===== src/rtl/udc_pkg.sv =====
package udc_pkg;
    typedef enum logic [1:0] {
        ST_STOPPED = 2'd0,
        ST_LEAD    = 2'd1,
        ST_STEADY  = 2'd2
    } udc_state_e;
endpackage


===== src/rtl/udc_qualify.sv =====
module udc_qualify (
    input  logic run,
    input  logic udf,
    input  logic rld_fall,
    input  logic qual_mode,
    input  logic edge_sel,
    output logic evt,
    output logic offset_mode
);
    logic cond;

    always_comb begin
        if (!qual_mode)
            cond = 1'b1;
        else if (edge_sel)
            cond = rld_fall;
        else
            cond = !rld_fall;
        evt         = run && udf && cond;
        offset_mode = qual_mode && edge_sel;
    end
endmodule


===== src/rtl/udc_wrguard.sv =====
module udc_wrguard #(
    parameter int DW = 4
) (
    input  logic          clk,
    input  logic          rst_n,
    input  logic          run,
    input  logic          udf,
    input  logic          qual_mode,
    input  logic          wr_en,
    input  logic [DW-1:0] wr_data,
    output logic [DW-1:0] divisor,
    output logic          clr,
    output logic          wr_err
);
    localparam logic [DW-1:0] ONE = DW'(1);

    logic reject;
    logic zero_val;

    always_comb begin
        reject   = wr_en && run && (qual_mode || udf);
        zero_val = wr_en && (wr_data == '0);
        clr      = wr_en && !reject;
    end

    always_ff @(posedge clk or negedge rst_n) begin
        if (!rst_n) begin
            divisor <= ONE;
            wr_err  <= 1'b0;
        end else begin
            if (clr)
                divisor <= zero_val ? ONE : wr_data;
            wr_err <= reject || zero_val;
        end
    end
endmodule


===== src/rtl/udc_fsm.sv =====
module udc_fsm
    import udc_pkg::*;
#(
    parameter int DW = 4
) (
    input  logic          clk,
    input  logic          rst_n,
    input  logic          run,
    input  logic          evt,
    input  logic          offset_mode,
    input  logic          clr,
    input  logic [DW-1:0] divisor,
    output logic          irq
);
    localparam logic [DW-1:0] ONE = DW'(1);

    udc_state_e    state, state_nx;
    logic [DW-1:0] cnt, cnt_nx;
    logic [DW-1:0] target;
    logic          hit;

    always_comb begin
        if (state == ST_LEAD && offset_mode && divisor > ONE)
            target = divisor - ONE;
        else
            target = divisor;
        hit = evt && ((cnt + ONE) == target);
    end

    always_comb begin
        state_nx = state;
        cnt_nx   = cnt;
        unique case (state)
            ST_STOPPED: begin
                if (run) begin
                    state_nx = ST_LEAD;
                    cnt_nx   = '0;
                end else if (clr) begin
                    cnt_nx = '0;
                end
            end
            ST_LEAD, ST_STEADY: begin
                if (!run) begin
                    state_nx = ST_STOPPED;
                end else if (clr) begin
                    state_nx = ST_LEAD;
                    cnt_nx   = '0;
                end else if (hit) begin
                    state_nx = ST_STEADY;
                    cnt_nx   = '0;
                end else if (evt) begin
                    cnt_nx = cnt + ONE;
                end
            end
            default: begin
                state_nx = ST_STOPPED;
                cnt_nx   = '0;
            end
        endcase
    end

    always_ff @(posedge clk or negedge rst_n) begin
        if (!rst_n) begin
            state <= ST_STOPPED;
            cnt   <= '0;
        end else begin
            state <= state_nx;
            cnt   <= cnt_nx;
        end
    end

    always_ff @(posedge clk or negedge rst_n) begin
        if (!rst_n)
            irq <= 1'b0;
        else
            irq <= hit && (state != ST_STOPPED) && run && !clr;
    end
endmodule


===== src/rtl/udc_top.sv =====
module udc_top #(
    parameter int DW = 4
) (
    input  logic          clk,
    input  logic          rst_n,
    input  logic          run,
    input  logic          udf,
    input  logic          rld_fall,
    input  logic          qual_mode,
    input  logic          edge_sel,
    input  logic          wr_en,
    input  logic [DW-1:0] wr_data,
    output logic          irq,
    output logic          wr_err
);
    logic          evt;
    logic          offset_mode;
    logic          clr;
    logic [DW-1:0] divisor;

    udc_qualify u_qual (
        .run         (run),
        .udf         (udf),
        .rld_fall    (rld_fall),
        .qual_mode   (qual_mode),
        .edge_sel    (edge_sel),
        .evt         (evt),
        .offset_mode (offset_mode)
    );

    udc_wrguard #(.DW(DW)) u_guard (
        .clk       (clk),
        .rst_n     (rst_n),
        .run       (run),
        .udf       (udf),
        .qual_mode (qual_mode),
        .wr_en     (wr_en),
        .wr_data   (wr_data),
        .divisor   (divisor),
        .clr       (clr),
        .wr_err    (wr_err)
    );

    udc_fsm #(.DW(DW)) u_fsm (
        .clk         (clk),
        .rst_n       (rst_n),
        .run         (run),
        .evt         (evt),
        .offset_mode (offset_mode),
        .clr         (clr),
        .divisor     (divisor),
        .irq         (irq)
    );
endmodule


===== config.mk =====
export PLATFORM = sky130hd
export DESIGN_NAME = udc_top
export DESIGN_NICKNAME = d
export VERILOG_FILES = /design/src/rtl/udc_pkg.sv /design/src/rtl/udc_qualify.sv /design/src/rtl/udc_wrguard.sv /design/src/rtl/udc_fsm.sv /design/src/rtl/udc_top.sv
export SDC_FILE = /design/constraint.sdc
export NUM_CORES = 1
export LEC_CHECK = 0
export BUFFER_PORTS_ARGS = -buffer_cell sky130_fd_sc_hd__buf_2
export CORE_ASPECT_RATIO = 1.2
export CORE_MARGIN = 2
export CORE_UTILIZATION = 30
export CTS_CLUSTER_DIAMETER = 80
export DETAILED_ROUTE_END_ITERATION = 10
export SLEW_MARGIN = 30
export SYNTH_ARGS = -nofsm -noshare
export SYNTH_HDL_FRONTEND = slang
export SYNTH_SLANG_ARGS = --single-unit

===== constraint.sdc =====
create_clock -name clk -period 3.2 [get_ports clk]
set_input_delay 0.32 -clock clk [delete_from_list [all_inputs] [get_ports clk]]
set_output_delay 0.32 -clock clk [all_outputs]
set_load 0.01 [all_outputs]

; Yosys cells after proc, flatten, opt, wreduce, memory -nomap -nowiden
; Cells that the tools add are included.
[totals]
word_cells = 56
inputBits = 12
reg_bits = 12
[classes]
n_reduce_logical = 24
n_addsub = 2
n_eq_ne = 8
magnitude_cmp = 1
n_mux = 16
[op_table]
columns = operator, count
row1 = $mux W4, 8
row2 = $logic_and A1 B1 Y1, 13
row3 = $mux W2, 4
row4 = $pmux W4 S2, 1
row5 = $add A4 B1 Y4 const B, 1
row6 = $eq A4 B4 Y1, 1
row7 = $gt A4 B1 Y1 const B, 1
row8 = $logic_not A4 Y1, 1
row9 = $ne A2 B2 Y1 const B, 2
row10 = $ne A4 B1 Y1 const B, 1
row11 = $ne A4 B2 Y1 const B, 1
row12 = $pmux W2 S2, 1
row13 = $sub A4 B1 Y4 const B, 1
row14 = $logic_not A1 Y1, 3
row15 = $ne A3 B2 Y1 const B, 1
row16 = $reduce_and A3 Y1, 1
row17 = $eq A2 B1 Y1 const B, 1
row18 = $eq A2 B2 Y1 const B, 1
row19 = $logic_not A2 Y1, 1
row20 = $logic_or A1 B1 Y1, 2
row21 = $mux W1, 2
row22 = $reduce_and A2 Y1, 1
row23 = $reduce_bool A2 Y1, 1
row24 = $reduce_or A2 Y1, 1

; Depth between registers and ports, before layout
; Gate-level depths: netlist of the first run.
[depth]
ltp_word = 10
mapped_depth = 8
mapped_depth_nobuf = 8

; Cells and area by module
; From an unflattened synthesis of the first run, not the netlist that was laid out.
[unflattened]
hier_cells = 100
hier_area_um2 = 938.4
[by_module_without_submodules]
columns = module, n_inst, area_per_inst_um2, cells_per_inst
row1 = udc_fsm, 1, 701.9, 79
row2 = udc_wrguard, 1, 211.5, 17
row3 = udc_qualify, 1, 25.0, 4

; Worst setup path before layout of the first run
; Ideal clock, no wire load.
[synth_path]
kind = register to register
start = register u_guard.divisor[0]
end = register u_fsm.state[0]
arrival_time_ps = 2696
path_buffers = 0
required_time_ps = 3131
path_slack_ps = 435
path_stages_with_launch = 9
path_cell_list = dfstp_2 inv_1 ha_1 or2_0 or4_1 a21o_1 a2111o_1 or4_1 nand3_1
[synth_via]
elab_chain_len = 7
elab_cells_between_ends = 8
[synth_rtl]
columns = item, line_no
row1 = "start, declared", udc_wrguard.sv:11  ; output logic [DW-1:0] divisor,
row2 = "start signal, assigned", udc_wrguard.sv:32  ; divisor <= zero_val ? ONE : wr_data;
row3 = $gt A4 B1 Y1, udc_fsm.sv:23  ; if (state == ST_LEAD && offset_mode && divisor > ONE)
row4 = $logic_and A1 B1 Y1, udc_fsm.sv:23
row5 = $mux W4 *, udc_fsm.sv:23
row6 = $eq A4 B4 Y1 *, udc_fsm.sv:27  ; hit = evt && ((cnt + ONE) == target);
row7 = $logic_and A1 B1 Y1 *, udc_fsm.sv:27
row8 = $ne A4 B2 Y1 (no line) *, -
row9 = $reduce_and A2 Y1 (no line) *, -
row10 = "end signal, assigned", udc_fsm.sv:67  ; state <= state_nx;
row11 = "end, declared", udc_fsm.sv:17  ; udc_state_e state, state_nx;
; Mark *: on every way between the ends. The rest lies on a longest branch, timed or not.
; A chain may end at the register's enable or synchronous reset.

; Worst setup path in the final report of the first run
; Same ends and word-level chain as after synthesis.

==> results of run 1 <==
[cells by family (layout without fill, tap and decap cells)]
kind of cell | Yosys count | in the layout | share of synthesized area
buffers and inverters | 9 | 26 | 0.0698
XOR/XNOR | 6 | 6 | 0.0740
adder cells (fa/ha/maj) | 6 | 6 | 0.0838
flip-flops | 12 | 12 | 0.337
AO/OA/AOI/OAI | 26 | 26 | 0.215
AND/OR/NAND/NOR | 32 | 32 | 0.183
multiplexers | 3 | 3 | 0.0377
[metal layers]
layer  vias to the layer above  wire [um]  GRT usage  share of wire
li1                        385          -          -              -
met1                       381        838      0.160           0.42
met2                        27       1040      0.218           0.52
met3                         5         96     0.0164          0.048
met4                         0         37     0.0577          0.018
met5                         -          0          0              0
[Yosys cell counts (3+ instances only)]
cell type	number
nand3_1	4
a21oi_1	3
a211oi_1	4
o21ai_0	4
o41ai_1	3
inv_1	8
nor3b_1	3
nor2_1	6
dfrtp_1	11
nand2_1	10
ha_1	6
xnor2_1	3
mux2_2	3
[final cells by class]
type,instances,area [sq um],area share
multi-input combinational,73,532,0.523
sequential,12,302,0.296
tap,34,42.5,0.0418
clock buffer,4,36.3,0.0357
timing repair buffer,14,75.1,0.0738
inverter,8,30.0,0.0295
[registers in the layout, summed over array words and instances, names as in the netlist]
name,flops
u_fsm.cnt,4
u_fsm.state,2
u_guard.divisor,4
u_fsm.irq,1
u_guard.wr_err,1
[worst min-delay path by stage]
stage / to / slack [ps] / depth (start not counted)
finish: u_guard.divisor[2]$_DFFE_PN0P_ / 290 / 2
global route: u_guard.divisor[1]$_DFFE_PN0P_ / 300 / 2
CTS: u_guard.divisor[2]$_DFFE_PN0P_ / 290 / 2
detailed placement: u_guard.divisor[1]$_DFFE_PN0P_ / 220 / 1
global placement: u_guard.wr_err$_DFF_PN0_ / 210 / 1
floorplan: u_fsm.cnt[0]$_DFFE_PN0P_ / 20 / 0
[through the flow]
stage / hold slack, ps / instance area [sq um] / instances
floorplan: 24.4 / 896 / 94
finish: 290 / 1020 / 145
global route: 303 / 1020 / 145
detailed placement: 218 / 971 / 140
CTS: 286 / 1020 / 145
global placement: 210 / 971 / 140
[power by group through the flow]
stage | logic [uW] | registers, uW | clock network [uW]
5_1_grt | 284 | 222 | 131
2_1_floorplan | 199 | 207 | 0
4_1_cts | 254 | 217 | 126
3_3_place_gp | 244 | 216 | 0
3_5_place_dp | 253 | 219 | 0
6_report | 254 | 216 | 121
[worst register-to-register path, stage by stage (launching register included)]
cell      delay [ps]
dfstp_2          570
inv_1             70
ha_1             220
or2_0            280
or4_1            520
a21o_1           200
a2111o_1         400
or4_1            520
nand3_1          100
==> results.md, run 1 <==
- CP max stage cell: dfstp_2
- Combinational group share of total power: 0.430
- Slew headroom: 0.588
- Initial core utilization: 0.319
- Syn_nets: 112
- ANT nets after route: 0
- CORE AREA: 2810 sq um
- Vias in the first global route: a little under 800
- Worst hold start: wr_data[2]
- Die area: 3440 sq um
- Drt first-iter violations: 28
- Die extent in y: 63.9 um
- FMAX: around 340 MHz
- Slew Viols, Final: 0
- Prevailing post-synth register cell: dfrtp_1
- Slew @ Worst Pin: around 620 ps
- Post-synthesis sequential area ratio: 0.337
- Worst setup SP type: register
- Worst R2R Path Depth: 8
- Asr flop ratio synth: 1.00
- Post-route setup TNS: 0 ps
- Area Growth Syn to Fin: 13.5%
- Clock latency on the worst-skew pair: 280 ps
- # IOs: 14
- Syn Std Cell Area: 896 sq um
- Status: finished clean
- CP dominant cell by count: or4_1
- GRT Util Overall: 0.130
- Hold Vio Cnt, Final: 0
- H-tree levels: 1
- DP HPWL: 1.59 mm
- Crit Path Category: register to register
- Max-cap violations: 0
- # DRC: 0
- Commonest non-fill, non-tap cell in the layout: buf_2
- Overall die width: 53.9 um
- Synth area leaders: dfrtp_1 31%, ha_1 8.4%, nand2_1 4.2%, mux2_2 3.8%, bufbuf_16 3.6%
- Post-CTS sizing: 0
- Flop2flop setup slack: between 200 and 300 ps
- Vias/cell: 5.50
- Fin crit share: 0.919
- CTS Buf Count: 3
- Synth cell types: 35
- Worst Slack Setup Final: 259 ps
- Largest net degree at the start of global routing: 13
- Critical Path Sink: u_fsm.state[0]$_DFFE_PN0P_
- Clk_skew: 7.06 ps
- FF-to-FF End: u_fsm.state[0]$_DFFE_PN0P_
- P_int: 360 uW
- Final core occ: 0.362
- Gpl congestion: 0.936
- Most frequent cells in the layout: 13 x buf_2, 11 x dfrtp_1, 10 x nand2_1
- Seq pwr share: 0.366
- Min cycle time layout: 2940 ps
- CP peak stage delay: 570 ps
- Layout cells sized above 1: 0.207
- Worst r2r src: u_guard.divisor[0]$_DFFE_PN1P_
- Port bufs: 13
- Initial antenna violation count: 0
- CP arrival: 3150 ps
- #FFs+latches synth: 12
- Place WS: 297 ps
- Cts hold-fix bufs: 1
- Clk buf depth: 2
- Total gr overflow: 0
- CP Max Fanout: 4
- Sw Share: 0.391
- Setup bufs post-CTS: 0
- Cells after Synth: 94
- Final setup viols: 0
- CTS tree: built
- Post-synth EDFFs: 0
- CP endpoint kind: register
- Sw power: approximately 230 uW
- Critical Path, Cell by Cell: inv_1, ha_1, or2_0, or4_1, a21o_1, a2111o_1, or4_1, nand3_1
- Top-area cell type share of the netlist area: 0.307
- Pwr/cell area: 580 nW/um^2
- Crit path depth: 8
- DRT Wirelength: 2.02 mm
- Global-route wire length before repair: 3.33 mm
- Row count: 21
- Crit-path leading delay family: simple AND/OR/NAND/NOR gates
- Post-synth top area cell: dfrtp_1
- DR pass1 iterations: 4
- Worst Path Buf+Inv: 1
- Synthesized area per cell: 9.53 sq um
- Root Driver: clkbuf_4
- ANT cells: 0
- Layout Nets: 130
- Filler Cells Inserted: approximately 280
- Hold Path Class: primary input to register
- Static Leak: 0.000453 uW
- Yosys warning total: 0
- Drt wl/cell: around 14 um
- Via Count: 798
- CP required: between 3000 and 4000 ps
- CTS Sinks: 12
- Worst setup path start: u_guard.divisor[0]$_DFFE_PN1P_
- Max IR drop VDD: 327 uV
- Clock-pin slew on the worst setup and hold paths: 80 ps
- Total power: 590 uW
- RSZ-0062 raised after global routing: no
- Clock Power Share: 0.204
Note: power is estimated with default switching activity, not from simulation.
==> run 2: changes to the inputs <==
Settings changed: CORE_UTILIZATION 30 to 50, MAX_ROUTING_LAYER set to met4, PLACE_DENSITY set to 0.72, SLEW_MARGIN 30 to 40.
==> run 2 against run 1 <==
Sequential share of layout area up 0.60 points. Via count down 5.0%. Non-clock buffer count is the same. Worst setup slack lost 5.1 ps. Worst hold slack got worse by 9.4 ps. Die area fell by 38%. Cell count fell by 11%. Register-to-register slack about the same. Highest routed layer unchanged.
==> results.md, run 2 (synthesis results as in run 1) <==
- CP peak stage delay: 570 ps
- Flop2flop setup slack: about 250 ps
- DRT Wirelength: 1.86 mm
- CP arrival: 3160 ps
- Setup bufs post-CTS: 0
- Hold Vio Cnt, Final: 0
- Place WS: roughly 300 ps
- Non-Filler Instances: approximately 130
- Gpl congestion: 0.889
- Largest net degree at the start of global routing: 13
- Post-CTS sizing: 0
- Vias in the first global route: 718
- # IOs: 14
- Commonest non-fill, non-tap cell in the layout: buf_2
- RSZ-0062 raised after global routing: no
- P_int: 359 uW
- Clk_skew: between 10 and 15 ps
- Sw Share: 0.390
- GRT Util Overall: 0.198
- Vias/cell: 5.88
- Root Driver: clkbuf_4
- Initial core utilization: 0.539
- Die extent in y: 50.4 um
- CTS Sinks: 12
- Hold Path Class: primary input to register
- Register area: roughly 300 sq um
- Via Count: about 760
- Worst Slack Setup Final: 254 ps
- CP Max Fanout: 6
- Total power: 589 uW
- Multi-input gate area in the final layout: roughly 530 sq um
- Critical Path, Cell by Cell: inv_1, ha_1, or2_0, or4_1, a21o_1, a2111o_1, nor2_1, o221a_2
- Clock latency on the worst-skew pair: between 200 and 300 ps
- DP HPWL: 1.46 mm
- Min cycle time layout: around 3000 ps
- DR pass1 iterations: 4
- Layout Nets: 130
- Clk buf depth: 2
- Die area: 2150 sq um
- Max IR drop VDD: between 300 and 400 uV
- Slew Viols, Final: 0
- Port bufs: 13
- Cells after DPL: 124
- Worst R2R Path Depth: 8
- Hold Crit Depth: 2
- Most frequent cells in the layout: 13 x buf_2, 11 x dfrtp_1, 10 x nand2_1
- CTS tree: built
- Drt wl/cell: 14.4 um
- Slew @ Worst Pin: 599 ps
- Cts hold-fix bufs: 1
- Combinational group share of total power: 0.427
- Slew headroom: 0.600
- CP required: between 3000 and 4000 ps
- Total gr overflow: 0
- Sw power: 229 uW
- Initial antenna violation count: 0
- Worst setup SP type: register
- Filler Cells Inserted: 162
- CTS Buf Count: 3
- Clock Power Share: 0.208
- # DRC: 0
- CP endpoint kind: register
- Crit Path Category: register to register
- FMAX: 339 MHz
- Final setup viols: 0
- Post-route setup TNS: 0 ps
- Static Leak: 0.000453 uW
- Global-route wire length before repair: around 3.1 mm
- Overall die width: 42.6 um
- ANT cells: 0
- Clock-pin slew on the worst setup and hold paths: around 80 ps
- Row count: 16
- ANT nets after route: 0
- Drt first-iter violations: 11
- Fin crit share: 0.921
- Area Growth Syn to Fin: 11.3%
- Layout cells sized above 1: 0.207
- CP max stage cell: dfstp_2
- CORE AREA: 1660 sq um
- H-tree levels: 1
- Largest regs: u_fsm.cnt: 4 flops, u_guard.divisor: 4 flops, u_fsm.state: 2 flops
- Status: finished clean
- Max-cap violations: 0
- Seq pwr share: 0.366
- Pwr/cell area: 590 nW/um^2
- Min Hold Slack: between 200 and 300 ps
[run 2: cell counts in the layout (fill, tap and decap cells not counted)]
No cell type changed its count.
[run 2: critical path, delay by kind of cell, from the launching register on]
kind	cells	cell delay (ps)
compound gates	3	850
fa+ha+maj	1	220
buf+inv	1	70
flops	1	570
simple gates	3	1160
[run 2: per-layer routing]
layer | GRT usage | routed length [um]
met5 | - | 0
met4 | 0.0938 | 36
met3 | 0.0216 | 40
met2 | 0.316 | 907
met1 | 0.249 | 875
[run 2: path summary, 6_finish.rpt]
path / from / to
worst max register to register: u_guard.divisor[0]$_DFFE_PN1P_ / u_fsm.state[1]$_DFFE_PN0P_
min in group asynchronous: rst_n / u_guard.wr_err$_DFF_PN0_
max in group asynchronous: rst_n / u_guard.divisor[0]$_DFFE_PN1P_
worst min register to register: u_fsm.cnt[3]$_DFFE_PN0P_ / u_fsm.cnt[3]$_DFFE_PN0P_
worst max-delay path: u_guard.divisor[0]$_DFFE_PN1P_ / u_fsm.state[1]$_DFFE_PN0P_
worst min-delay path: wr_data[1] / u_guard.divisor[1]$_DFFE_PN0P_
[run 2: power by group through the flow]
stage	Combinational, uW	Sequential (uW)	Clock, uW
after floorplan	199	207	0
after global placement	245	217	0
after detailed placement	248	217	0
after CTS	251	215	123
after global routing	283	218	130
final	251	215	122
[run 2: stage by stage]
step | cell area (sq um) | util
detailed placement | 951 | 0.572
floorplan | 896 | -
finish | 997 | 0.600
global route | 997 | 0.600
global placement | 951 | 0.572
CTS | 997 | 0.600
[run 2: area by class of cell]
cell class	instances	area share
clock buffer	4	0.0364
inverter	8	0.0301
multi-input combinational	73	0.533
sequential	12	0.302
tap	18	0.0226
timing repair buffer	14	0.0753
==> run 3: changes to the inputs <==
Settings changed: CORE_UTILIZATION 50 to 54, PLACE_DENSITY 0.72 to 0.77.
==> run 3 against run 2 <==
Cell area is 1.0% lower. Flip-flop and latch count unchanged. Power is 3.7% lower. Cell count did not move. Worst setup slack improved by 29 ps. Combinational power about the same. Routed wire length increased by 1.3%. Count of clock-buffer cells in the layout unchanged. Fmax increased by 1.0%. Worst hold slack better by 6.4 ps. Clock power down 16%. Critical endpoint is now u_fsm.state[0]$_DFFE_PN0P_. Largest cell class unchanged.
==> results.md, run 3 (synthesis results as in run 1) <==
- Status: finished clean
- Vias/cell: 5.91
- CP max stage cell: dfstp_2
- RSZ-0062 raised after global routing: no
- Die extent in y: 48.6 um
- Max-cap violations: 0
- Layout cells sized above 1: 0.198
- # IOs: 14
- Non-Filler Instances: between 100 and 150
- Vias in the first global route: ~760
- CTS Buf Count: 3
- Crit Path Category: register to register
- Clk_skew: 5.22 ps
- Clk buf depth: 2
- Hold Vio Cnt, Final: 0
- Crit path depth: 8
- ANT cells: 0
- Post-CTS sizing: 0
- Root Driver: clkbuf_4
- Die area: 2000 sq um
- Commonest non-fill, non-tap cell in the layout: buf_2
- Post-DP Area: 951 sq um
- Initial antenna violation count: 0
- ANT nets after route: 0
- Post-layout instance area: 987 sq um
- Worst R2R Path Depth: 8
- CTS tree: built
- Static Leak: ~0.00045 uW
- Worst Path Buf+Inv: 1
- Drt wl/cell: 14.6 um
- Clock latency on the worst-skew pair: 280 ps
- CP endpoint kind: register
- Max IR drop VDD: 305 uV
- DP HPWL: 1.48 mm
- Total gr overflow: 0
- Total power: 567 uW
- Most frequent cells in the layout: 13 x buf_2, 11 x dfrtp_1, 10 x nand2_1
- Slew headroom: 0.619
- Fin crit share: 0.911
- Layout Nets: 130
- Row count: 16
- CP peak stage delay: 560 ps
- CP Max Fanout: 4
- Post-route setup TNS: 0 ps
- Worst setup SP type: register
- CP required: roughly 3400 ps
- CP dominant cell by count: or4_1
- Min cycle time layout: 2920 ps
- DR pass1 iterations: 4
- Port bufs: 13
- Hold Crit Depth: 2
- Clock-pin slew on the worst setup and hold paths: 80 ps
- FMAX: roughly 340 MHz
- Overall die width: 41.2 um
- Gpl congestion: 0.752
- Cells after DPL: 124
- GRT Util Overall: 0.240
- Area Growth Syn to Fin: 10.2%
- Min Hold Slack: roughly 290 ps
- Final setup viols: 0
- Via Count: 762
- Slew @ Worst Pin: about 570 ps
- Largest regs: u_fsm.cnt: 4 flops, u_guard.divisor: 4 flops, u_fsm.state: 2 flops
- Crit-path leading delay family: simple AND/OR/NAND/NOR gates
- Slew Viols, Final: 0
- Hold Path Class: primary input to register
- Initial core utilization: 0.559
- Critical Path, Cell by Cell: inv_1, ha_1, or2_0, or4_1, a21o_1, a2111o_1, or4_1, nand3_1
- CORE AREA: ~1600 sq um
- CP arrival: 3140 ps
- H-tree levels: 1
- Drt first-iter violations: 5
- Pwr/cell area: roughly 570 nW/um^2
- Global-route wire length before repair: 3.28 mm
- Largest net degree at the start of global routing: 13
- CTS Sinks: 12
- # DRC: 0
- DRT Wirelength: around 1.9 mm
==> run 3: repair_timing <==
item	in CTS	in global routing
hold buffers	1	0
hold endpoints to repair	11	0
setup buffers	0	0
==> run 3: power by group <==
part           switching (uW)  internal (uW)
Clock                    54.2           48.5
Combinational             138            110
Sequential               35.8            180
Total                     228            339
==> run 3: through the flow <==
| step | setup slack (ps) | utilization |
|---|---|---|
| global placement | 373 | 0.594 |
| global route | 162 | 0.616 |
| finish | 284 | 0.616 |
| detailed placement | 289 | 0.594 |
| floorplan | 435 | - |
| CTS | 287 | 0.616 |
==> run 3: final timing paths <==
kind,startpoint,end,slack (ps)
hold reg to reg,u_fsm.cnt[3]$_DFFE_PN0P_,u_fsm.cnt[3]$_DFFE_PN0P_,500
setup / recovery,u_guard.divisor[0]$_DFFE_PN1P_,u_fsm.state[0]$_DFFE_PN0P_,280
max in group asynchronous,rst_n,u_guard.divisor[0]$_DFFE_PN1P_,2470
hold / removal,wr_data[1],u_guard.divisor[1]$_DFFE_PN0P_,290
setup reg to reg,u_guard.divisor[0]$_DFFE_PN1P_,u_fsm.state[0]$_DFFE_PN0P_,280
min in group asynchronous,rst_n,u_fsm.state[0]$_DFFE_PN0P_,450
==> run 3: area by class of cell <==
class                           instances  area (sq um)
Sequential cell                        12           302
Multi-Input combinational cell         73           532
Tap cell                               18          22.5
Timing Repair Buffer                   14          75.1
Inverter                                8          30.0
Clock buffer                            4          26.3
Fill cell                             147           614
==> run 3: metal layers <==
layer / wire [um] / global-route usage / vias to the layer above
met1: 839 / 0.299 / 362
met2: 962 / 0.393 / 15
met5: 0 / - / -
met4: 34 / 0.0645 / 0
met3: 49 / 0.0275 / 5
li1: - / - / 380
